## config.mk

```make
export PLATFORM = sky130hd
export DESIGN_NAME = fold_dec_chain
export DESIGN_NICKNAME = d
export VERILOG_FILES = /design/src/rtl/fold_dec_pkg.sv /design/src/rtl/fold_dly_line.sv /design/src/rtl/fold_fb_section.sv /design/src/rtl/fold_dec_chain.sv
export SDC_FILE = /design/constraint.sdc
export NUM_CORES = 1
export LEC_CHECK = 0
export ABC_CLOCK_PERIOD_IN_PS = 1500
export CAP_MARGIN = 0
export CORE_UTILIZATION = 35
export DETAILED_ROUTE_END_ITERATION = 8
export PLACE_DENSITY = 0.55
export SLEW_MARGIN = 30
export SYNTH_ARGS = -nofsm -noshare
export SYNTH_HDL_FRONTEND = slang
export SYNTH_SLANG_ARGS = --single-unit
```

## constraint.sdc

```tcl
create_clock -name clk -period 1.5 [get_ports clk]
set_input_delay 0.225 -clock clk [delete_from_list [all_inputs] [get_ports clk]]
set_output_delay 0.225 -clock clk [all_outputs]
set_load 0.01 [all_outputs]
```

## src/rtl/fold_dec_pkg.sv

```systemverilog
package fold_dec_pkg;
  typedef enum logic {
    TAP_EVEN = 1'b0,
    TAP_ODD  = 1'b1
  } tap_par_e;

  typedef enum logic {
    FB_REVERSE = 1'b0,
    FB_DELAY   = 1'b1
  } fb_mode_e;
endpackage

```

## src/rtl/fold_dly_line.sv

```systemverilog
module fold_dly_line #(
  parameter int DW  = 8,
  parameter int LEN = 2
) (
  input  logic          clk,
  input  logic          rst_n,
  input  logic [DW-1:0] d,
  output logic [DW-1:0] q
);
  logic [LEN-1:0][DW-1:0] sr_q, sr_nxt;

  always_comb begin
    sr_nxt[0] = d;
    for (int i = 1; i < LEN; i++) sr_nxt[i] = sr_q[i-1];
  end

  always_ff @(posedge clk or negedge rst_n) begin
    if (!rst_n) sr_q <= '0;
    else        sr_q <= sr_nxt;
  end

  assign q = sr_q[LEN-1];

  // Checker: count cycles since reset so the LEN-deep look-back never reaches before it
  logic [4:0] age_q;
  always_ff @(posedge clk or negedge rst_n) begin
    if (!rst_n)              age_q <= '0;
    else if (age_q != 5'd31) age_q <= age_q + 5'd1;
  end

  assert_delay_len_R2: assert property (@(posedge clk) disable iff (!rst_n)
    (int'(age_q) >= LEN) |-> (q == $past(d, LEN)));
endmodule

```

## src/rtl/fold_fb_section.sv

```systemverilog
module fold_fb_section
  import fold_dec_pkg::*;
#(
  parameter int DW  = 8,
  parameter int LEN = 2,
  parameter int BLK = 8
) (
  input  logic          clk,
  input  logic          rst_n,
  input  logic [DW-1:0] src,
  input  logic          rev_off,
  input  logic          blk_mark_n,
  output logic [DW-1:0] fb_out
);
  localparam int CW = (BLK > 1) ? $clog2(BLK) : 1;
  localparam logic [CW-1:0] LAST = CW'(BLK - 1);

  fb_mode_e mode;
  assign mode = fb_mode_e'(rev_off);

  // Delay-mode path
  logic [DW-1:0] dly_q;
  fold_dly_line #(.DW(DW), .LEN(LEN)) u_dly (
    .clk(clk), .rst_n(rst_n), .d(src), .q(dly_q)
  );

  // Reversal-mode path: ping-pong buffer, written in order, read from the other half backwards
  logic [1:0][BLK-1:0][DW-1:0] mem_q;
  logic [CW-1:0] cnt_q, cnt_nxt, rd_idx;
  logic          bank_q, bank_nxt;
  logic [DW-1:0] rd_q;
  logic          run_en;

  assign run_en = (mode == FB_REVERSE);
  assign rd_idx = LAST - cnt_q;

  always_comb begin
    cnt_nxt  = cnt_q;
    bank_nxt = bank_q;
    if (!blk_mark_n) begin
      cnt_nxt  = '0;
      bank_nxt = ~bank_q;
    end else if (cnt_q != LAST) begin
      cnt_nxt = cnt_q + CW'(1);
    end
  end

  always_ff @(posedge clk or negedge rst_n) begin
    if (!rst_n) begin
      cnt_q  <= '0;
      bank_q <= 1'b0;
      rd_q   <= '0;
    end else if (run_en) begin
      cnt_q  <= cnt_nxt;
      bank_q <= bank_nxt;
      rd_q   <= mem_q[~bank_q][rd_idx];
    end
  end

  always_ff @(posedge clk or negedge rst_n) begin
    if (!rst_n)      mem_q <= '0;
    else if (run_en) mem_q[bank_q][cnt_q] <= src;
  end

  assign fb_out = (mode == FB_DELAY) ? dly_q : rd_q;

  assert_blk_wrap_R7: assert property (@(posedge clk) disable iff (!rst_n)
    (!rev_off && !blk_mark_n) |=> (cnt_q == '0 && bank_q != $past(bank_q)));

  assert_mark_ignored_R6: assert property (@(posedge clk) disable iff (!rst_n)
    rev_off |=> ($stable(cnt_q) && $stable(bank_q) && $stable(rd_q)));
endmodule

```

## src/rtl/fold_dec_chain.sv

```systemverilog
module fold_dec_chain
  import fold_dec_pkg::*;
#(
  parameter int DW       = 8,
  parameter int DEC_LEN  = 2,
  parameter int NSTG     = 4,
  parameter int FB_STAGE = 2,
  parameter int BLK      = 8
) (
  input  logic               clk,
  input  logic               rst_n,
  input  logic [DW-1:0]      din,
  input  logic               blk_mark_n,
  input  logic               rev_off,
  input  logic               odd_taps,
  output logic [NSTG*DW-1:0] fwd_taps,
  output logic [NSTG*DW-1:0] rev_taps
);
  logic [NSTG:0][DW-1:0] fwd_link;
  logic [NSTG:0][DW-1:0] rev_link;
  logic [DW-1:0]         fb_src;
  tap_par_e              parity;

  assign fwd_link[0] = din;

  for (genvar g = 0; g < NSTG; g++) begin : g_fwd
    fold_dly_line #(.DW(DW), .LEN(DEC_LEN)) u_stage (
      .clk(clk), .rst_n(rst_n), .d(fwd_link[g]), .q(fwd_link[g+1])
    );
    assign fwd_taps[g*DW +: DW] = fwd_link[g+1];
  end

  // Pickup point: stage output for even counts, stage input for odd counts
  assign parity = tap_par_e'(odd_taps);
  assign fb_src = (parity == TAP_ODD) ? fwd_link[FB_STAGE] : fwd_link[FB_STAGE+1];

  fold_fb_section #(.DW(DW), .LEN(DEC_LEN), .BLK(BLK)) u_fb (
    .clk(clk), .rst_n(rst_n), .src(fb_src), .rev_off(rev_off),
    .blk_mark_n(blk_mark_n), .fb_out(rev_link[0])
  );

  for (genvar g = 0; g < NSTG; g++) begin : g_rev
    fold_dly_line #(.DW(DW), .LEN(DEC_LEN)) u_stage (
      .clk(clk), .rst_n(rst_n), .d(rev_link[g]), .q(rev_link[g+1])
    );
    assign rev_taps[g*DW +: DW] = rev_link[g+1];
  end

  assert_reset_clear_R1: assert property (@(posedge clk) disable iff (!rst_n)
    !$past(rst_n) |-> (fwd_taps == '0 && rev_taps == '0));
endmodule

```

### Word-level counts from Yosys, hierarchy flattened

Cells that the tools add are included.

| cells by class | value |
|---|---|
| add/subtract/negate cells | 2 |
| magnitude comparators | 6 |
| eq/ne operators | 2 |
| mux-type cells | 13 |
| bitwise operators | 3 |
| reduce and logical (&&, ||, !) cells | 4 |

Operators with widths:

| kind | count |
|---|---|
| $mux 64 | 3 |
| $bwmux 128 | 1 |
| $demux 64 s1 | 1 |
| $mux 8 | 4 |
| $bmux 8 s3 | 1 |
| $demux 8 s3 | 1 |
| $lt 3x4->1 const B | 2 |
| $mux 3 | 2 |
| $lt 1x2->1 const B | 2 |
| $reduce_and 2->1 | 2 |
| $add 3x1->3 const B | 1 |
| $ge 3x1->1 const B | 1 |
| $ne 3x3->1 const B | 1 |
| $not 1->1 | 3 |
| $sub 3x3->3 const A | 1 |
| $logic_and 1x1->1 | 2 |
| $ne 2x1->1 const B | 1 |
| $ge 1x1->1 const B | 1 |

| storage, ports and cells | value |
|---|---|
| register bits | 284 |
| input bits | 13 |
| output and inout bits | 64 |
| word-level logic and storage cells | 67 |

### Logic depth before layout (Yosys ltp)

| logic depth | value |
|---|---|
| depth in word-level cells | 7 |
| depth in mapped cells | 6 |
| gate-level depth less buffers | 5 |

### Hierarchy

From an unflattened synthesis, not the netlist that was laid out.

| second synthesis, totals | value |
|---|---|
| cell total of the unflattened synthesis | 602 |
| area total of the unflattened synthesis | 10202.3 µm² |

By module, submodules not included:

| module | instances | cells each | area each (µm²) | seq. area each (µm²) |
|---|---|---|---|---|
| fold_fb_section | 1 | 449 | 6467.5 | 3503.4 |
| fold_dly_line | 9 | 16 | 400.4 | 400.4 |
| fold_dec_chain | 1 | 9 | 131.4 | 0.0 |

### Least setup slack after synthesis

No wires, ideal clock.

| timing path | value |
|---|---|
| kind | register to register |
| from | register u_fb.cnt_q[0] |
| to | register u_fb.rd_q[0] |
| setup time | 0.151 ns |
| data arrival time | 1.512 ns |
| data required time | 1.349 ns |
| path slack | -0.163 ns |
| stages on the path, launching flop included | 6 |
| period minus slack after synthesis | 1.663 ns |
| cell sequence | dfrtp_1 > buf_6 > buf_6 > mux4_1 > a22oi_1 > a41oi_1 |

| between the ends | value |
|---|---|
| word-level cells in the longest chain between the ends | 3 |

RTL lines:

| what | RTL line | RTL |
|---|---|---|
| from (decl) | fold_fb_section.sv:29 | `logic [CW-1:0] cnt_q, cnt_nxt, rd_idx;` |
| from (signal assigned) | fold_fb_section.sv:54 | `cnt_q <= cnt_nxt;` |
| $sub 3x3->3 | fold_fb_section.sv:35 | `assign rd_idx = LAST - cnt_q;` |
| $bmux 8 s3 | fold_fb_section.sv:56 | `rd_q <= mem_q[~bank_q][rd_idx];` |
| $mux 8 (not written as such) | fold_fb_section.sv:56 |  |
| to (signal assigned) | fold_fb_section.sv:56 |  |
| to (decl) | fold_fb_section.sv:31 | `logic [DW-1:0] rd_q;` |

No other way between the ends. The select of a mux whose other input is x is not followed.
A chain may end at the register's enable or synchronous reset.

### Final worst setup path

| timing path | value |
|---|---|
| from | register u_fb.cnt_q[0] |
| to | register u_fb.rd_q[7] |

The elaborated chain is that of the path after synthesis.

==> impl_summary.txt <==
----------------------------------------------------
[Critical path]
  Start point of the critical path ... u_fb.cnt_q[0]$_DFFE_PN0P_
  Arrival time at the worst endpoint ... ~2.1 ns
  Crit start category ... flop
  Slack of the worst reg-to-reg path ... -0.23 ns
  Crit Path Max Fanout ... 8
  Number of cells on the worst reg-to-reg path ... 5
  Type of destination of the critical path ... flop
  Required time of the worst setup path ... roughly 1.9 ns
  Setup Crit Path Kind ... reg2reg
  Reg2reg end ... u_fb.rd_q[7]$_DFFE_PN0N_
  Critical R2R Launch ... u_fb.cnt_q[0]$_DFFE_PN0P_

[Power and ir drop]
  Highest ir drop seen on vdd ... roughly 0.87 mV
  Power density of the placed cells ... about 1600 nW/µm²
  Final Power ... ~23 mW
  P_leak ... roughly 6.5 nW

[Final layout]
  Fill cells ... between 2000 and 3000
  Final cell count without fillers ... between 1000 and 1500
  Post-route cell area ... approximately 14000 µm²
  Antenna cells ... 0
  Share of cells above drive strength 1 ... between 40% and 50%
  Area growth from synthesis to layout ... 31.99%
  Area occupied by registers ... 7111 µm²
  Area of combinational cells with multiple inputs ... between 3000 and 4000 µm²
  Total number of nets in the final design ... 771
  Post-layout utilization of the core ... between 40 and 50%

[Drt]
  Antenna violation net count after detailed routing ... 0
  Count of unresolved DRC violations after routing ... 0
  Routed wl met2 ... ~11000 µm
  Routed length on met3 ... slightly above 900 µm
  Average wire length per cell after detail routing ... between 15 and 20 µm
  DR top layer ... met4
  Post-Route WL ... 21850 µm
  Number of search-and-repair iterations in the first detailed-routing pass ... 4
  Met1 WL ... a little under 10000 µm
  Total via count after detailed routing ... approximately 5600
  Detailed router's first-iteration violation count ... roughly 230
  Routed vias/inst ... around 4.8

[GRT]
  Aggregate global-route resource usage ... between 10 and 15%
  Pin count of the biggest net entering global routing ... 55
  Initial antenna violation count ... 0
  First-pass GRT wire length ... 35620 µm
  GRT overflow ... 0
  Via count of the first global-routing pass ... between 6000 and 7000

[Hold path]
  Number of cells traversed by the worst hold path ... 1
  Worst hold path class ... in2reg
  Worst Hold Launch ... din[1]
  Hold path endpoint ... g_fwd[0].u_stage.sr_nxt[9]$_DFF_PN0_

[Logic synthesis]
  Synth async-reset ratio ... 100.0%
  Predominant post-synthesis flop cell ... sky130_fd_sc_hd__dfrtp_1
  Post-synth net total ... between 600 and 700
  Number of synthesized flops with an enable pin ... 0
  Number of unique standard cell types used by synthesis ... 35
  YS warnings ... 0
  Seq cells post-synth ... roughly 280
  Mean instance size in the synthesized netlist ... 16.59 µm²
  Sequential fraction of the synthesis area ... roughly two thirds
  Area of the mapped netlist ... 10640 µm²
  Synthesized instance count ... 641

[Clocking]
  Clk sink count ... around 280
  Clock-pin transition on the worst setup and hold timing paths ... roughly 0.06 ns
  Number of H-tree branching levels ... 1
  Insertion delay of the later-clocked pin in the worst-skew pair ... 0.54 ns
  Inserted Clock Buffers ... 30
  Clock root buffer ... sky130_fd_sc_hd__clkbuf_16
  Clock tree from TritonCTS ... built
  Maximum clock path buffer count ... 3

[Die]
  DIE AREA ... 31090 µm²
  Area of the core ... about 30000 µm²
  Initial standard-cell utilization of the core ... between 30% and 40%
  Chip height ... around 180 µm
  # rows ... 63
  Die Span X ... between 150 and 200 µm
  Boundary pin count ... a little under 80

[Place]
  Standard cell area after detailed placement ... ~12000 µm²
  Worst setup timing slack at the placement stage ... -0.4341 ns
  Number of I/O port buffers ... 76
  RePlAce Congestion ... between 0.7 and 0.8
  Cell total after placement ... ~1100
  Hpwl dp ... ~14000 µm

[STA]
  Final critical-path required period ... around 1.7 ns
  Fin Setup TNS ... -12.13 ns
  Post-Route Skew ... between 0.01 and 0.015 ns
  Transition time at the pin with the least slew margin ... 0.4217 ns
  Number of endpoints failing setup at the final stage ... 136
  Headroom to the max-slew limit ... roughly 70%
  Final hold viol count ... 0
  Minimum hold slack ... 0.1222 ns
  Fmax ... a little under 600 MHz
  Worst setup margin ... -0.2257 ns
  Period utilisation layout ... 115.0%
  RSZ-0062 raised after global routing ... yes
  Number of max-slew violations in the final report ... 0

[Run status]
  Outcome ... finished, violations left
  Failing checks ... setup timing

[Run]
  Number of violations of the max-capacitance limit ... 0

----------------------------------------------------
==> worst max path at each step <==
stage	to	slack, ns	cells after the start
after floorplan	u_fb.mem_q[1]$_DFFE_PN0P_	-0.15	3
after global placement	u_fb.mem_q[124]$_DFFE_PN0P_	-0.43	6
after detailed placement	u_fb.mem_q[127]$_DFFE_PN0P_	-0.43	6
after CTS	u_fb.rd_q[5]$_DFFE_PN0N_	-0.24	5
after global routing	u_fb.rd_q[7]$_DFFE_PN0N_	-0.26	5
final	u_fb.rd_q[7]$_DFFE_PN0N_	-0.23	5
==> registers in the layout, summed over array words and instances (netlist names) <==
register / flops
g_rev.u_stage.sr_nxt: 32
u_fb.mem_q: 128
u_fb.u_dly.q: 8
g_fwd.u_stage.q: 32
u_fb.cnt_q: 3
u_fb.bank_q: 1
u_fb.u_dly.sr_nxt: 8
g_rev.u_stage.q: 32
g_fwd.u_stage.sr_nxt: 32
u_fb.rd_q: 8
==> worst max-delay path, cell delays in order (launching register included) <==
cell                      delay, ns
sky130_fd_sc_hd__dfrtp_2       0.42
sky130_fd_sc_hd__buf_12        0.16
sky130_fd_sc_hd__buf_12        0.12
sky130_fd_sc_hd__mux4_2        0.50
sky130_fd_sc_hd__a22oi_2       0.23
sky130_fd_sc_hd__a41oi_2       0.16
==> layout make-up <==
class                      count  share of cell area, %
clock buffer                  44                  6.516
clock inverter                10                  1.159
inverter                       4                 0.1070
multi-input combinational    275                  26.07
sequential                   284                  50.66
tap                          390                  3.476
timing repair buffer         161                  12.02
==> report_power, final <==
group	switching (mW)	internal (mW)
logic	1.95	3.16
clock network	2.94	4.89
registers	0.835	9.25
total	5.73	17.3
==> routing by layer <==
| metal | GRT usage (%) | up-vias |
|---|---|---|
| met1 | 19.99 | 2990 |
| met5 | 0 | - |
| li1 | - | 2465 |
| met4 | 3.949 | 0 |
| met3 | 2.110 | 37 |
| met2 | 24.03 | 134 |
==> synthesized netlist by cell type, types with 3 or more instances <==
cell	n	share of area (%)
sky130_fd_sc_hd__o21ai_0	3	0.14
sky130_fd_sc_hd__nand2_1	16	0.56
sky130_fd_sc_hd__inv_1	4	0.14
sky130_fd_sc_hd__a41oi_1	5	0.41
sky130_fd_sc_hd__clkbuf_1	14	0.49
sky130_fd_sc_hd__nor2_1	7	0.25
sky130_fd_sc_hd__buf_4	52	3.7
sky130_fd_sc_hd__a221oi_1	3	0.25
sky130_fd_sc_hd__nor3b_2	4	0.47
sky130_fd_sc_hd__mux2_2	166	18
sky130_fd_sc_hd__mux4_2	5	1.1
sky130_fd_sc_hd__a22oi_1	14	0.99
sky130_fd_sc_hd__buf_2	10	0.47
sky130_fd_sc_hd__dfrtp_1	284	67
sky130_fd_sc_hd__nor2b_1	9	0.53
sky130_fd_sc_hd__mux4_1	14	3.5
sky130_fd_sc_hd__a32oi_1	6	0.49
==> cell usage in the layout, fill, tap and decap left out, drive strengths merged, types with 4 or more instances in the layout <==
cell           synthesis  final
a22oi                 14     14
a32oi                  6      6
a41oi                  5      5
buf                   64     85
bufinv                 0      4
clkbuf                14     44
clkdlybuf4s50          0     11
clkinv                 0      4
dfrtp                284    284
dlygate4sd2            0     62
inv                    4      5
mux2                 167    167
mux4                  19     19
nand2                 16     16
nor2                   8      8
nor2b                  9      9
nor3b                  7      7
==> what timing repair did <==
item                       in CTS  in global routing
setup buffers                  13                 13
pin swaps                      18                 15
hold buffers                    1                  0
setup endpoints to repair     200                143
resized for setup             191                 79
cloned                          2                  0
hold endpoints to repair      260                  0
==> cell families after synthesis <==
logic type | count (synthesis) | synth area share [%]
AND/OR/NAND/NOR | 51 | 3.047
multiplexers | 187 | 22.29
adder cells (fa/ha/maj) | 2 | 0.2353
flip-flops | 284 | 66.82
buffers and inverters | 82 | 4.988
XOR/XNOR | 1 | 0.08237
AO/OA/AOI/OAI | 34 | 2.529
Note: power is estimated with default switching activity, not from simulation.
